==> config.mk <==
export PLATFORM = sky130hd
export DESIGN_NAME = gpio_irq_unit
export DESIGN_NICKNAME = d
export VERILOG_FILES = /design/src/rtl/gpio_irq_pkg.sv /design/src/rtl/gpio_irq_regs.sv /design/src/rtl/gpio_irq_filter.sv /design/src/rtl/gpio_irq_detect.sv /design/src/rtl/gpio_irq_unit.sv
export SDC_FILE = /design/constraint.sdc
export NUM_CORES = 1
export LEC_CHECK = 0
export ABC_AREA = 1
export BUFFER_PORTS_ARGS = -buffer_cell sky130_fd_sc_hd__buf_2
export CAP_MARGIN = 5
export CELL_PAD_IN_SITES_DETAIL_PLACEMENT = 1
export CELL_PAD_IN_SITES_GLOBAL_PLACEMENT = 1
export CORE_MARGIN = 1.5
export CORE_UTILIZATION = 50
export DETAILED_ROUTE_END_ITERATION = 16
export GPL_TIMING_DRIVEN = 0
export PLACE_DENSITY = 0.95
export SYNTH_ARGS = -nofsm -noshare
export SYNTH_HDL_FRONTEND = slang
export SYNTH_SLANG_ARGS = --single-unit
==> constraint.sdc <==
create_clock -name clk -period 4.1 [get_ports clk]
set_input_delay 0.615 -clock clk [delete_from_list [all_inputs] [get_ports clk]]
set_output_delay 0.615 -clock clk [all_outputs]
set_load 0.01 [all_outputs]
==> src/rtl/gpio_irq_pkg.sv <==
package gpio_irq_pkg;

    typedef enum logic [3:0] {
        SEL_NONE,
        SEL_ENABLE,
        SEL_MASK,
        SEL_MODE,
        SEL_POL,
        SEL_STATUS,
        SEL_DEBOUNCE,
        SEL_ACK,
        SEL_PINS
    } reg_sel_e;

    typedef enum logic {
        DB_STEADY,
        DB_WATCH
    } db_state_e;

    // Offsets shared by both layouts are tested first; the rest depend on the strap.
    function automatic reg_sel_e decode_offset(input logic [7:0] ofs, input logic alt);
        reg_sel_e sel;
        sel = SEL_NONE;
        if (ofs == 8'h30) begin
            sel = SEL_ENABLE;
        end else if (ofs == 8'h48) begin
            sel = SEL_DEBOUNCE;
        end else if (ofs == 8'h50) begin
            sel = SEL_PINS;
        end else if (!alt) begin
            case (ofs)
                8'h34:   sel = SEL_MASK;
                8'h38:   sel = SEL_MODE;
                8'h3C:   sel = SEL_POL;
                8'h40:   sel = SEL_STATUS;
                8'h4C:   sel = SEL_ACK;
                default: sel = SEL_NONE;
            endcase
        end else begin
            case (ofs)
                8'h34:   sel = SEL_MODE;
                8'h38:   sel = SEL_POL;
                8'h3C:   sel = SEL_STATUS;
                8'h40:   sel = SEL_ACK;
                8'h44:   sel = SEL_MASK;
                default: sel = SEL_NONE;
            endcase
        end
        return sel;
    endfunction

endpackage

==> src/rtl/gpio_irq_regs.sv <==
module gpio_irq_regs
    import gpio_irq_pkg::*;
#(
    parameter int NPIN   = 32,
    parameter int ADDR_W = 8
) (
    input  logic              clk,
    input  logic              rst_n,
    input  logic              alt_map,
    input  logic              psel,
    input  logic              penable,
    input  logic              pwrite,
    input  logic [ADDR_W-1:0] paddr,
    input  logic [NPIN-1:0]   pwdata,
    output logic [NPIN-1:0]   prdata,
    input  logic [NPIN-1:0]   status,
    input  logic [NPIN-1:0]   pin_sync,
    output logic [NPIN-1:0]   ctl_en,
    output logic [NPIN-1:0]   ctl_mask,
    output logic [NPIN-1:0]   ctl_type,
    output logic [NPIN-1:0]   ctl_pol,
    output logic [NPIN-1:0]   ctl_deb,
    output logic [NPIN-1:0]   ack_clr
);

    logic     hi_ok;
    logic     wr_fire;
    reg_sel_e sel;

    // Offsets above the low byte must be zero (ADDR_W >= 8).
    generate
        if (ADDR_W > 8) begin : g_hi_check
            assign hi_ok = ~|paddr[ADDR_W-1:8];
        end else begin : g_no_hi
            assign hi_ok = 1'b1;
        end
    endgenerate

    assign sel     = hi_ok ? decode_offset(paddr[7:0], alt_map) : SEL_NONE;
    assign wr_fire = psel & penable & pwrite;
    assign ack_clr = (wr_fire && sel == SEL_ACK) ? pwdata : '0;

    always_ff @(posedge clk or negedge rst_n) begin
        if (!rst_n) begin
            ctl_en   <= '0;
            ctl_mask <= '0;
            ctl_type <= '0;
            ctl_pol  <= '0;
            ctl_deb  <= '0;
        end else if (wr_fire) begin
            case (sel)
                SEL_ENABLE:   ctl_en   <= pwdata;
                SEL_MASK:     ctl_mask <= pwdata;
                SEL_MODE:     ctl_type <= pwdata;
                SEL_POL:      ctl_pol  <= pwdata;
                SEL_DEBOUNCE: ctl_deb  <= pwdata;
                default:      ;
            endcase
        end
    end

    always_comb begin
        prdata = '0;
        if (psel && !pwrite) begin
            case (sel)
                SEL_ENABLE:   prdata = ctl_en;
                SEL_MASK:     prdata = ctl_mask;
                SEL_MODE:     prdata = ctl_type;
                SEL_POL:      prdata = ctl_pol;
                SEL_DEBOUNCE: prdata = ctl_deb;
                SEL_STATUS:   prdata = status;
                SEL_PINS:     prdata = pin_sync;
                default:      prdata = '0;
            endcase
        end
    end

endmodule

==> src/rtl/gpio_irq_filter.sv <==
module gpio_irq_filter
    import gpio_irq_pkg::*;
#(
    parameter int DEB_CYCLES = 4   // accepted range: 2 and above
) (
    input  logic clk,
    input  logic rst_n,
    input  logic pin_raw,
    input  logic deb_on,
    output logic pin_sync,
    output logic pin_clean
);

    localparam int CNT_W = $clog2(DEB_CYCLES + 1);

    logic             meta_q;
    logic             sync_q;
    logic             held_q, held_d;
    db_state_e        state_q, state_d;
    logic [CNT_W-1:0] cnt_q, cnt_d;

    always_ff @(posedge clk or negedge rst_n) begin
        if (!rst_n) begin
            meta_q <= 1'b0;
            sync_q <= 1'b0;
        end else begin
            meta_q <= pin_raw;
            sync_q <= meta_q;
        end
    end

    // State register
    always_ff @(posedge clk or negedge rst_n) begin
        if (!rst_n) begin
            state_q <= DB_STEADY;
            cnt_q   <= '0;
            held_q  <= 1'b0;
        end else begin
            state_q <= state_d;
            cnt_q   <= cnt_d;
            held_q  <= held_d;
        end
    end

    // Next state
    always_comb begin
        state_d = state_q;
        cnt_d   = cnt_q;
        held_d  = held_q;
        if (!deb_on) begin
            state_d = DB_STEADY;
            cnt_d   = '0;
            held_d  = sync_q;
        end else begin
            unique case (state_q)
                DB_STEADY: begin
                    if (sync_q != held_q) begin
                        state_d = DB_WATCH;
                        cnt_d   = CNT_W'(1);
                    end
                end
                DB_WATCH: begin
                    if (sync_q == held_q) begin
                        state_d = DB_STEADY;
                        cnt_d   = '0;
                    end else if (cnt_q == CNT_W'(DEB_CYCLES - 1)) begin
                        state_d = DB_STEADY;
                        cnt_d   = '0;
                        held_d  = sync_q;
                    end else begin
                        cnt_d = cnt_q + CNT_W'(1);
                    end
                end
            endcase
        end
    end

    // Outputs
    always_comb begin
        pin_sync  = sync_q;
        pin_clean = deb_on ? held_q : sync_q;
    end

endmodule

==> src/rtl/gpio_irq_detect.sv <==
module gpio_irq_detect #(
    parameter int NPIN = 32
) (
    input  logic            clk,
    input  logic            rst_n,
    input  logic [NPIN-1:0] pin_clean,
    input  logic [NPIN-1:0] ctl_en,
    input  logic [NPIN-1:0] ctl_mask,
    input  logic [NPIN-1:0] ctl_type,
    input  logic [NPIN-1:0] ctl_pol,
    input  logic [NPIN-1:0] ack_clr,
    output logic [NPIN-1:0] status,
    output logic [NPIN-1:0] edge_hit,
    output logic [NPIN-1:0] edge_lat,
    output logic            irq_out
);

    logic [NPIN-1:0] prev_q;
    logic [NPIN-1:0] rise, fall, level_act, edge_arm;
    logic            irq_q;

    always_comb begin
        edge_arm  = ctl_en & ctl_type;
        rise      = pin_clean & ~prev_q;
        fall      = ~pin_clean & prev_q;
        edge_hit  = edge_arm & ((ctl_pol & rise) | (~ctl_pol & fall));
        level_act = ctl_en & ~ctl_type & ~(pin_clean ^ ctl_pol);
        status    = (edge_lat & edge_arm) | level_act;
        irq_out   = irq_q;
    end

    // A new edge in the same cycle as its acknowledge wins.
    always_ff @(posedge clk or negedge rst_n) begin
        if (!rst_n) begin
            prev_q   <= '0;
            edge_lat <= '0;
            irq_q    <= 1'b0;
        end else begin
            prev_q   <= pin_clean;
            edge_lat <= ((edge_lat & ~ack_clr) | edge_hit) & edge_arm;
            irq_q    <= |(status & ~ctl_mask);
        end
    end

endmodule

==> src/rtl/gpio_irq_unit.sv <==
module gpio_irq_unit #(
    parameter int NPIN       = 32,
    parameter int ADDR_W     = 8,
    parameter int DEB_CYCLES = 4
) (
    input  logic              clk,
    input  logic              rst_n,
    input  logic              alt_map,
    input  logic              psel,
    input  logic              penable,
    input  logic              pwrite,
    input  logic [ADDR_W-1:0] paddr,
    input  logic [NPIN-1:0]   pwdata,
    output logic [NPIN-1:0]   prdata,
    input  logic [NPIN-1:0]   pin_in,
    output logic              irq_out
);

    logic [NPIN-1:0] ctl_en, ctl_mask, ctl_type, ctl_pol, ctl_deb, ack_clr;
    logic [NPIN-1:0] pin_sync, pin_clean, status, edge_hit, edge_lat;

    gpio_irq_regs #(.NPIN(NPIN), .ADDR_W(ADDR_W)) u_regs (
        .clk      (clk),
        .rst_n    (rst_n),
        .alt_map  (alt_map),
        .psel     (psel),
        .penable  (penable),
        .pwrite   (pwrite),
        .paddr    (paddr),
        .pwdata   (pwdata),
        .prdata   (prdata),
        .status   (status),
        .pin_sync (pin_sync),
        .ctl_en   (ctl_en),
        .ctl_mask (ctl_mask),
        .ctl_type (ctl_type),
        .ctl_pol  (ctl_pol),
        .ctl_deb  (ctl_deb),
        .ack_clr  (ack_clr)
    );

    generate
        for (genvar i = 0; i < NPIN; i++) begin : g_pin
            gpio_irq_filter #(.DEB_CYCLES(DEB_CYCLES)) u_filter (
                .clk       (clk),
                .rst_n     (rst_n),
                .pin_raw   (pin_in[i]),
                .deb_on    (ctl_deb[i]),
                .pin_sync  (pin_sync[i]),
                .pin_clean (pin_clean[i])
            );
        end
    endgenerate

    gpio_irq_detect #(.NPIN(NPIN)) u_detect (
        .clk       (clk),
        .rst_n     (rst_n),
        .pin_clean (pin_clean),
        .ctl_en    (ctl_en),
        .ctl_mask  (ctl_mask),
        .ctl_type  (ctl_type),
        .ctl_pol   (ctl_pol),
        .ack_clr   (ack_clr),
        .status    (status),
        .edge_hit  (edge_hit),
        .edge_lat  (edge_lat),
        .irq_out   (irq_out)
    );

endmodule

==> results of run 1 <==
registers in the layout (all words and copies together), names as in the netlist:
name,count
u_detect.prev_q,32
g_pin.u_filter.held_q,32
g_pin.u_filter.state_q,32
u_regs.ctl_type,32
u_detect.edge_lat,32
u_regs.ctl_pol,32
g_pin.u_filter.pin_sync,32
u_regs.ctl_en,32
u_regs.ctl_deb,32
g_pin.u_filter.cnt_q,96
u_regs.ctl_mask,32
g_pin.u_filter.meta_q,32
u_detect.irq_out,1
cell families (layout without fill, tap and decap cells):
group	Yosys count	count (layout)	share of synthesized area, %
AND/OR/NAND/NOR	1208	1208	24.18
flip-flops	449	449	51.95
adder cells (fa/ha/maj)	32	32	1.851
buffers and inverters	422	619	8.076
XOR/XNOR	32	32	1.296
AO/OA/AOI/OAI	486	486	12.65
layout make-up:
class | count | area [um2]
fill | 5153 | 18300
multi-input combinational | 1758 | 8645
timing repair buffer | 115 | 680.7
inverter | 340 | 1279
tap | 585 | 732.0
sequential | 449 | 11240
clock inverter | 12 | 95.09
clock buffer | 70 | 1455
buffer | 82 | 467.9
per-layer routing:
layer	vias to the layer above	track usage [%]
met5	-	0
met4	0	19.46
met3	298	5.709
met2	797	58.15
met1	10167	39.39
li1	8914	-
critical path: stages:
cell	delay (ps)
buf_2	120
nor2_4	150
nand2_1	120
nor2_1	520
inv_1	210
nand3_4	190
buf_2	360
nand3_1	230
nor2_1	170
nor2_1	80
a21oi_1	340
buf_2	210
cell usage after synthesis (5+ instances only):
library cell    n  share of area, %
a22oi_1        18              0.62
xnor2_1        32               1.3
nand2_4         6              0.31
buf_6          16              0.83
a211oi_1       11              0.38
nand3b_1       23              0.80
o22ai_1        27              0.78
clkbuf_1       40              0.69
buf_2          23              0.53
a21oi_1        62               1.4
dfrtp_1       449                52
nor2_1        243               4.2
a21boi_0       17              0.59
o2111ai_1      18              0.73
or2_2          11              0.32
ha_1           32               1.9
inv_1         338               5.9
o21ai_2        13              0.53
nand2_1       664                12
nor3_1          8              0.19
nand2_2         5              0.14
o21ai_1        66               1.5
nand4_1       100               2.9
o21ai_0       235               5.4
nand3_1       137               3.2
a31oi_1        15              0.43
metrics by stage:
step | hold WS, ps | area (um2) | setup WS, ps | setup TNS, ps
finish | 102.6 | 24590 | 179.7 | 0
global placement | 333.2 | 22910 | -6582 | -2922320
detailed placement | 335.7 | 23030 | 414.1 | 0
global route | 102.4 | 24590 | 168.3 | 0
floorplan | 319.4 | 21630 | 1484 | 0
CTS | 97.16 | 24590 | 324.4 | 0
power breakdown:
| group | switching (mW) | internal, mW | total [mW] |
|---|---|---|---|
| clock | 1.87 | 2.51 | 4.38 |
| sequential | 0.237 | 4.66 | 4.90 |
| combinational | 0.622 | 0.273 | 0.895 |
| total | 2.73 | 7.44 | 10.2 |
worst max path at each step:
stage	start	end	slack (ps)	cells after the start
floorplan	paddr[6]	prdata[26]	1480	14
global placement	rst_n	g_pin[24].u_filter.meta_q	-6580	1
detailed placement	paddr[1]	prdata[1]	410	12
CTS	paddr[1]	prdata[12]	320	12
global route	paddr[1]	prdata[12]	170	12
finish	paddr[1]	prdata[12]	180	12
==> out/metrics.yaml, run 1 <==
sta:
  rsz0062_at_grt: "no"
  setup_viol: 0
  slew_viol_final: 0
  slew-limit-headroom_pct: 35.66
  min_period_over_period_pct: 95.62
  worstMarginPinSlew_ps: 965.1
  fmax_ghz: 0.2551
  fin_skew_ps: 24.64
  period_minus_slack_ps: 3920
  hold_viol: 0
clock_network:
  cts_htree_levels: 2
  postCtsSetupBuffers: 0
  cts_sinks: 449
  root_buffer: "clkbuf_16"
  clkTransAtPathRegs_ps: 60
  cts_resized: 0
  cts_tree: "yes"
  insertion_delay_ps: 620
  cts_hold_buf: 1
  cts_buffers: 48
  clk_path_buf_depth: 3
placement:
  dp_hpwl_mm: 47.67
  gp_congestion: 0.8952
  portBuffers: 110
  numPlacedInstances: 3328
floorplan:
  rows: 76
  die_w_um: 211.0
  dieArea_mm2: 0.04451
  core_mm2: 0.04289
  ioPinCount: 111
  initial_core_util_pct: 50.43
  die_h_um: 211.0
critical_path:
  required_ps: 3480
  worstReg2RegEnd: "u_detect.irq_out"
  start_kind: "input pin"
  reg2reg_depth: 11
  r2r_start: "u_regs.ctl_deb[19]"
  crit_arrival_ps: 3310
  crit_path_end_kind: "primary output"
  critical_path_class: "in2out"
  cp_max_fo: 10
  reg2reg_setup_slack_ps: 1520
drt:
  top_layer: "met4"
  wl_met1_mm: 28.25
  vias_per_cell: 5.915
  drc_errors: 0
  drt-pass1-iter-count: 5
  wl_met3_mm: 4.514
  drt.antenna.violating_nets: 0
  drt_iter0_drc: 1697
  routedWlPerCell_um: 21.46
  drt_wl_total_mm: 73.20
  route.met2.wl_mm: 36.48
  vias: 20176
min_path:
  min_from: "pin_in[28]"
  hold_class: "in2reg"
  hold_depth: 1
  whs_endpoint: "g_pin[28].u_filter.meta_q"
synth:
  netlist_area_mm2: 0.02163
  synth-edff-count: 0
  synth_ff_type: "dfrtp_1"
  netlist_instances: 2629
  ys_warn_count: 0
  async_flop_share_pct: 100.0
  yosysSeqAreaShare_pct: 51.95
  ys_types: 38
  avgSynthCellArea_um2: 8.226
  postSynthNetCount: 2739
  ys_seq_elements: 449
cells_and_area:
  mostFrequentLayoutCells: "664 x nand2_1, 449 x dfrtp_1, 338 x inv_1, 243 x nor2_1, 235 x o21ai_0"
  layout_commonest_cell: "nand2_1"
  drive_gt1_share_pct: 9.908
  nNetsFinal: 2904
  diodes: 0
  final_cells: 3411
  area_delta_synth_final_pct: 13.70
  final_util_pct: 57.34
power:
  power_mw: 10.17
  p_leak_nw: 12.07
  powerDensity_mw_per_mm2: 413.5
  ir_worst_vdd_mv: 0.2742
global_route:
  antenna_found_initial: 0
  grt_pass1_wl_mm: 117.2
  overflow: 0
  grt_use_total_pct: 33.57
  grt_pass1_vias: 22099
  grt_max_degree: 121
job:
  cap_violations: 0
outcome:
  outcome: "finished, final reports clean"
Note: power is estimated with default switching activity, not from simulation.
==> inputs of run 2 (changes only) <==
--- a/config.mk
+++ b/config.mk
@@ -10,6 +10,7 @@
 export CAP_MARGIN = 5
 export CELL_PAD_IN_SITES_DETAIL_PLACEMENT = 1
 export CELL_PAD_IN_SITES_GLOBAL_PLACEMENT = 1
+export CORE_ASPECT_RATIO = 2
 export CORE_MARGIN = 1.5
 export CORE_UTILIZATION = 50
 export DETAILED_ROUTE_END_ITERATION = 16
==> run 2 against run 1 <==
Largest cell class unchanged. Sequential share of layout area grew 0.42 points. Worst setup slack lost 66 ps. Routed wire length grew 4.5%. Clock power shrank 6.2%.
==> out/metrics.yaml, run 2 (synthesis results as in run 1) <==
floorplan:
  ioPinCount: 111  # unchanged
  die_w_um: 150.1  # -29%
  rows: 107  # +41%
  dieArea_mm2: 0.04459  # +0.17%
  die_h_um: 297.1  # +41%
  core_mm2: 0.04257  # -0.73%
  initial_core_util_pct: 50.80  # +0.37 points
sta:
  worstMarginPinSlew_ps: 874.8  # -90.22 ps
  rsz0062_at_grt: "no"
  hold_ws_ps: 140.5  # +37.93 ps
  slew-limit-headroom_pct: 41.68  # +6.0 points
  fmax_ghz: 0.2509  # -1.6%
  min_period_over_period_pct: 97.22  # +1.6 points
  hold_viol: 0  # unchanged
  fin_skew_ps: 14.47  # -10.17 ps
  setup_viol: 0  # unchanged
  slew_viol_final: 0  # unchanged
  period_minus_slack_ps: 3986  # +65.71 ps
power:
  ir_worst_vdd_mv: 0.3879  # +41%
  power_mw: 9.913  # -2.5%
  p_leak_nw: 11.98  # -0.77%
  powerDensity_mw_per_mm2: 406.8  # -1.6%
clock_network:
  clk_path_buf_depth: 3  # unchanged
  cts_buffers: 42  # -13%
  cts_htree_levels: 2  # unchanged
  insertion_delay_ps: 580  # -40 ps
  cts_tree: "yes"
  root_buffer: "clkbuf_16"
  cts_sinks: 449  # unchanged
  cts_hold_buf: 1  # unchanged
  postCtsSetupBuffers: 0  # unchanged
  clkTransAtPathRegs_ps: 70  # about the same
  cts_resized: 0  # unchanged
global_route:
  overflow: 0  # unchanged
  grt_use_total_pct: 35.08  # +1.5 points
  grt_pass1_vias: 23419  # +6.0%
  grt_pass1_wl_mm: 121.7  # +3.8%
  grt_max_degree: 113  # -6.6%
  antenna_found_initial: 0  # unchanged
critical_path:
  reg2reg_setup_slack_ps: 1390  # -130 ps
  crit_arrival_ps: 3370  # +60 ps
  crit_path_end_kind: "primary output"
  cp_max_fo: 10  # unchanged
  start_kind: "input pin"
  critical_path_class: "in2out"
  required_ps: 3480  # about the same
cells_and_area:
  drive_gt1_share_pct: 9.414  # -0.49 points
  num-fill-cells: 5152  # -0.019%
  diodes: 0  # unchanged
  nNetsFinal: 2898  # -0.21%
  mostFrequentLayoutCells: "664 x nand2_1, 449 x dfrtp_1, 338 x inv_1, 243 x nor2_1, 235 x o21ai_0"
  final_cells: 3360  # -1.5%
  regMostFlops: "g_pin.u_filter.cnt_q"
  area_delta_synth_final_pct: 12.66
  layout_commonest_cell: "nand2_1"
  largest_reg_flops: 96  # unchanged
placement:
  numPlacedInstances: 3288  # -1.2%
  portBuffers: 110  # unchanged
  dp_hpwl_mm: 51.49  # +8.0%
  gp_congestion: 0.8862  # -1.0%
drt:
  drc_errors: 0  # unchanged
  vias_per_cell: 6.140  # +3.8%
  drt-pass1-iter-count: 5  # unchanged
  vias: 20630  # +2.3%
  drt_wl_total_mm: 76.46  # +4.5%
  drt_iter0_drc: 1230  # -28%
  routedWlPerCell_um: 22.75  # +6.0%
  drt.antenna.violating_nets: 0  # unchanged
outcome:
  outcome: "finished, final reports clean"
job:
  cap_violations: 0  # unchanged
min_path:
  hold_class: "in2reg"
[run 2: area by class of cell]
type	count	area, um2	area share (%)
timing repair buffer	115	680.7	2.793
multi-input combinational	1758	8645	35.48
sequential	449	11240	46.11
clock inverter	13	193.9	0.7959
tap	545	681.9	2.799
clock buffer	58	1182	4.853
inverter	340	1279	5.248
buffer	82	467.9	1.921
[run 2: path summary, 6_finish.rpt]
kind / startpoint / cells past startpoint / to
max in group asynchronous: rst_n / 4 / g_pin[3].u_filter.cnt_q[2]
min in group asynchronous: rst_n / 2 / g_pin[21].u_filter.meta_q
worst max-delay path: paddr[1] / 12 / prdata[1]
worst min-delay path: pin_in[1] / 1 / g_pin[1].u_filter.meta_q
worst min register to register: g_pin[4].u_filter.meta_q / 0 / g_pin[4].u_filter.pin_sync
worst max register to register: u_regs.ctl_deb[19] / 11 / u_detect.irq_out
[run 2: report_power, final]
| part | internal, mW | switching (mW) | total, mW |
|---|---|---|---|
| Clock | 2.33 | 1.78 | 4.11 |
| Combinational | 0.273 | 0.638 | 0.910 |
| Sequential | 4.66 | 0.235 | 4.89 |
| Total | 7.26 | 2.65 | 9.91 |
[run 2: critical path, cell delays in order]
cell,delay [ps]
buf_2,120
nor2_4,150
nand2_1,130
nor2_1,590
inv_1,220
nand3_4,190
buf_2,300
nand3_1,230
nor2_1,170
nor2_1,80
a21oi_1,330
buf_2,220
[run 2: through the flow]
stage	worst slack (ps)	TNS, ps	utilization (%)	area [um2]
2_1_floorplan	1484	0	-	21630
3_3_place_gp	-6557	-2911180	53.69	22860
3_5_place_dp	355.5	0	53.98	22980
4_1_cts	291.0	0	57.23	24370
5_1_grt	155.8	0	57.23	24370
6_report	114.0	0	57.23	24370
[run 2: routing by layer]
metal  track usage [%]  routed length [um]
met1             35.49               25620
met2             61.25               39250
met3             5.721                4273
met4             30.11                7316
met5                 0                   0
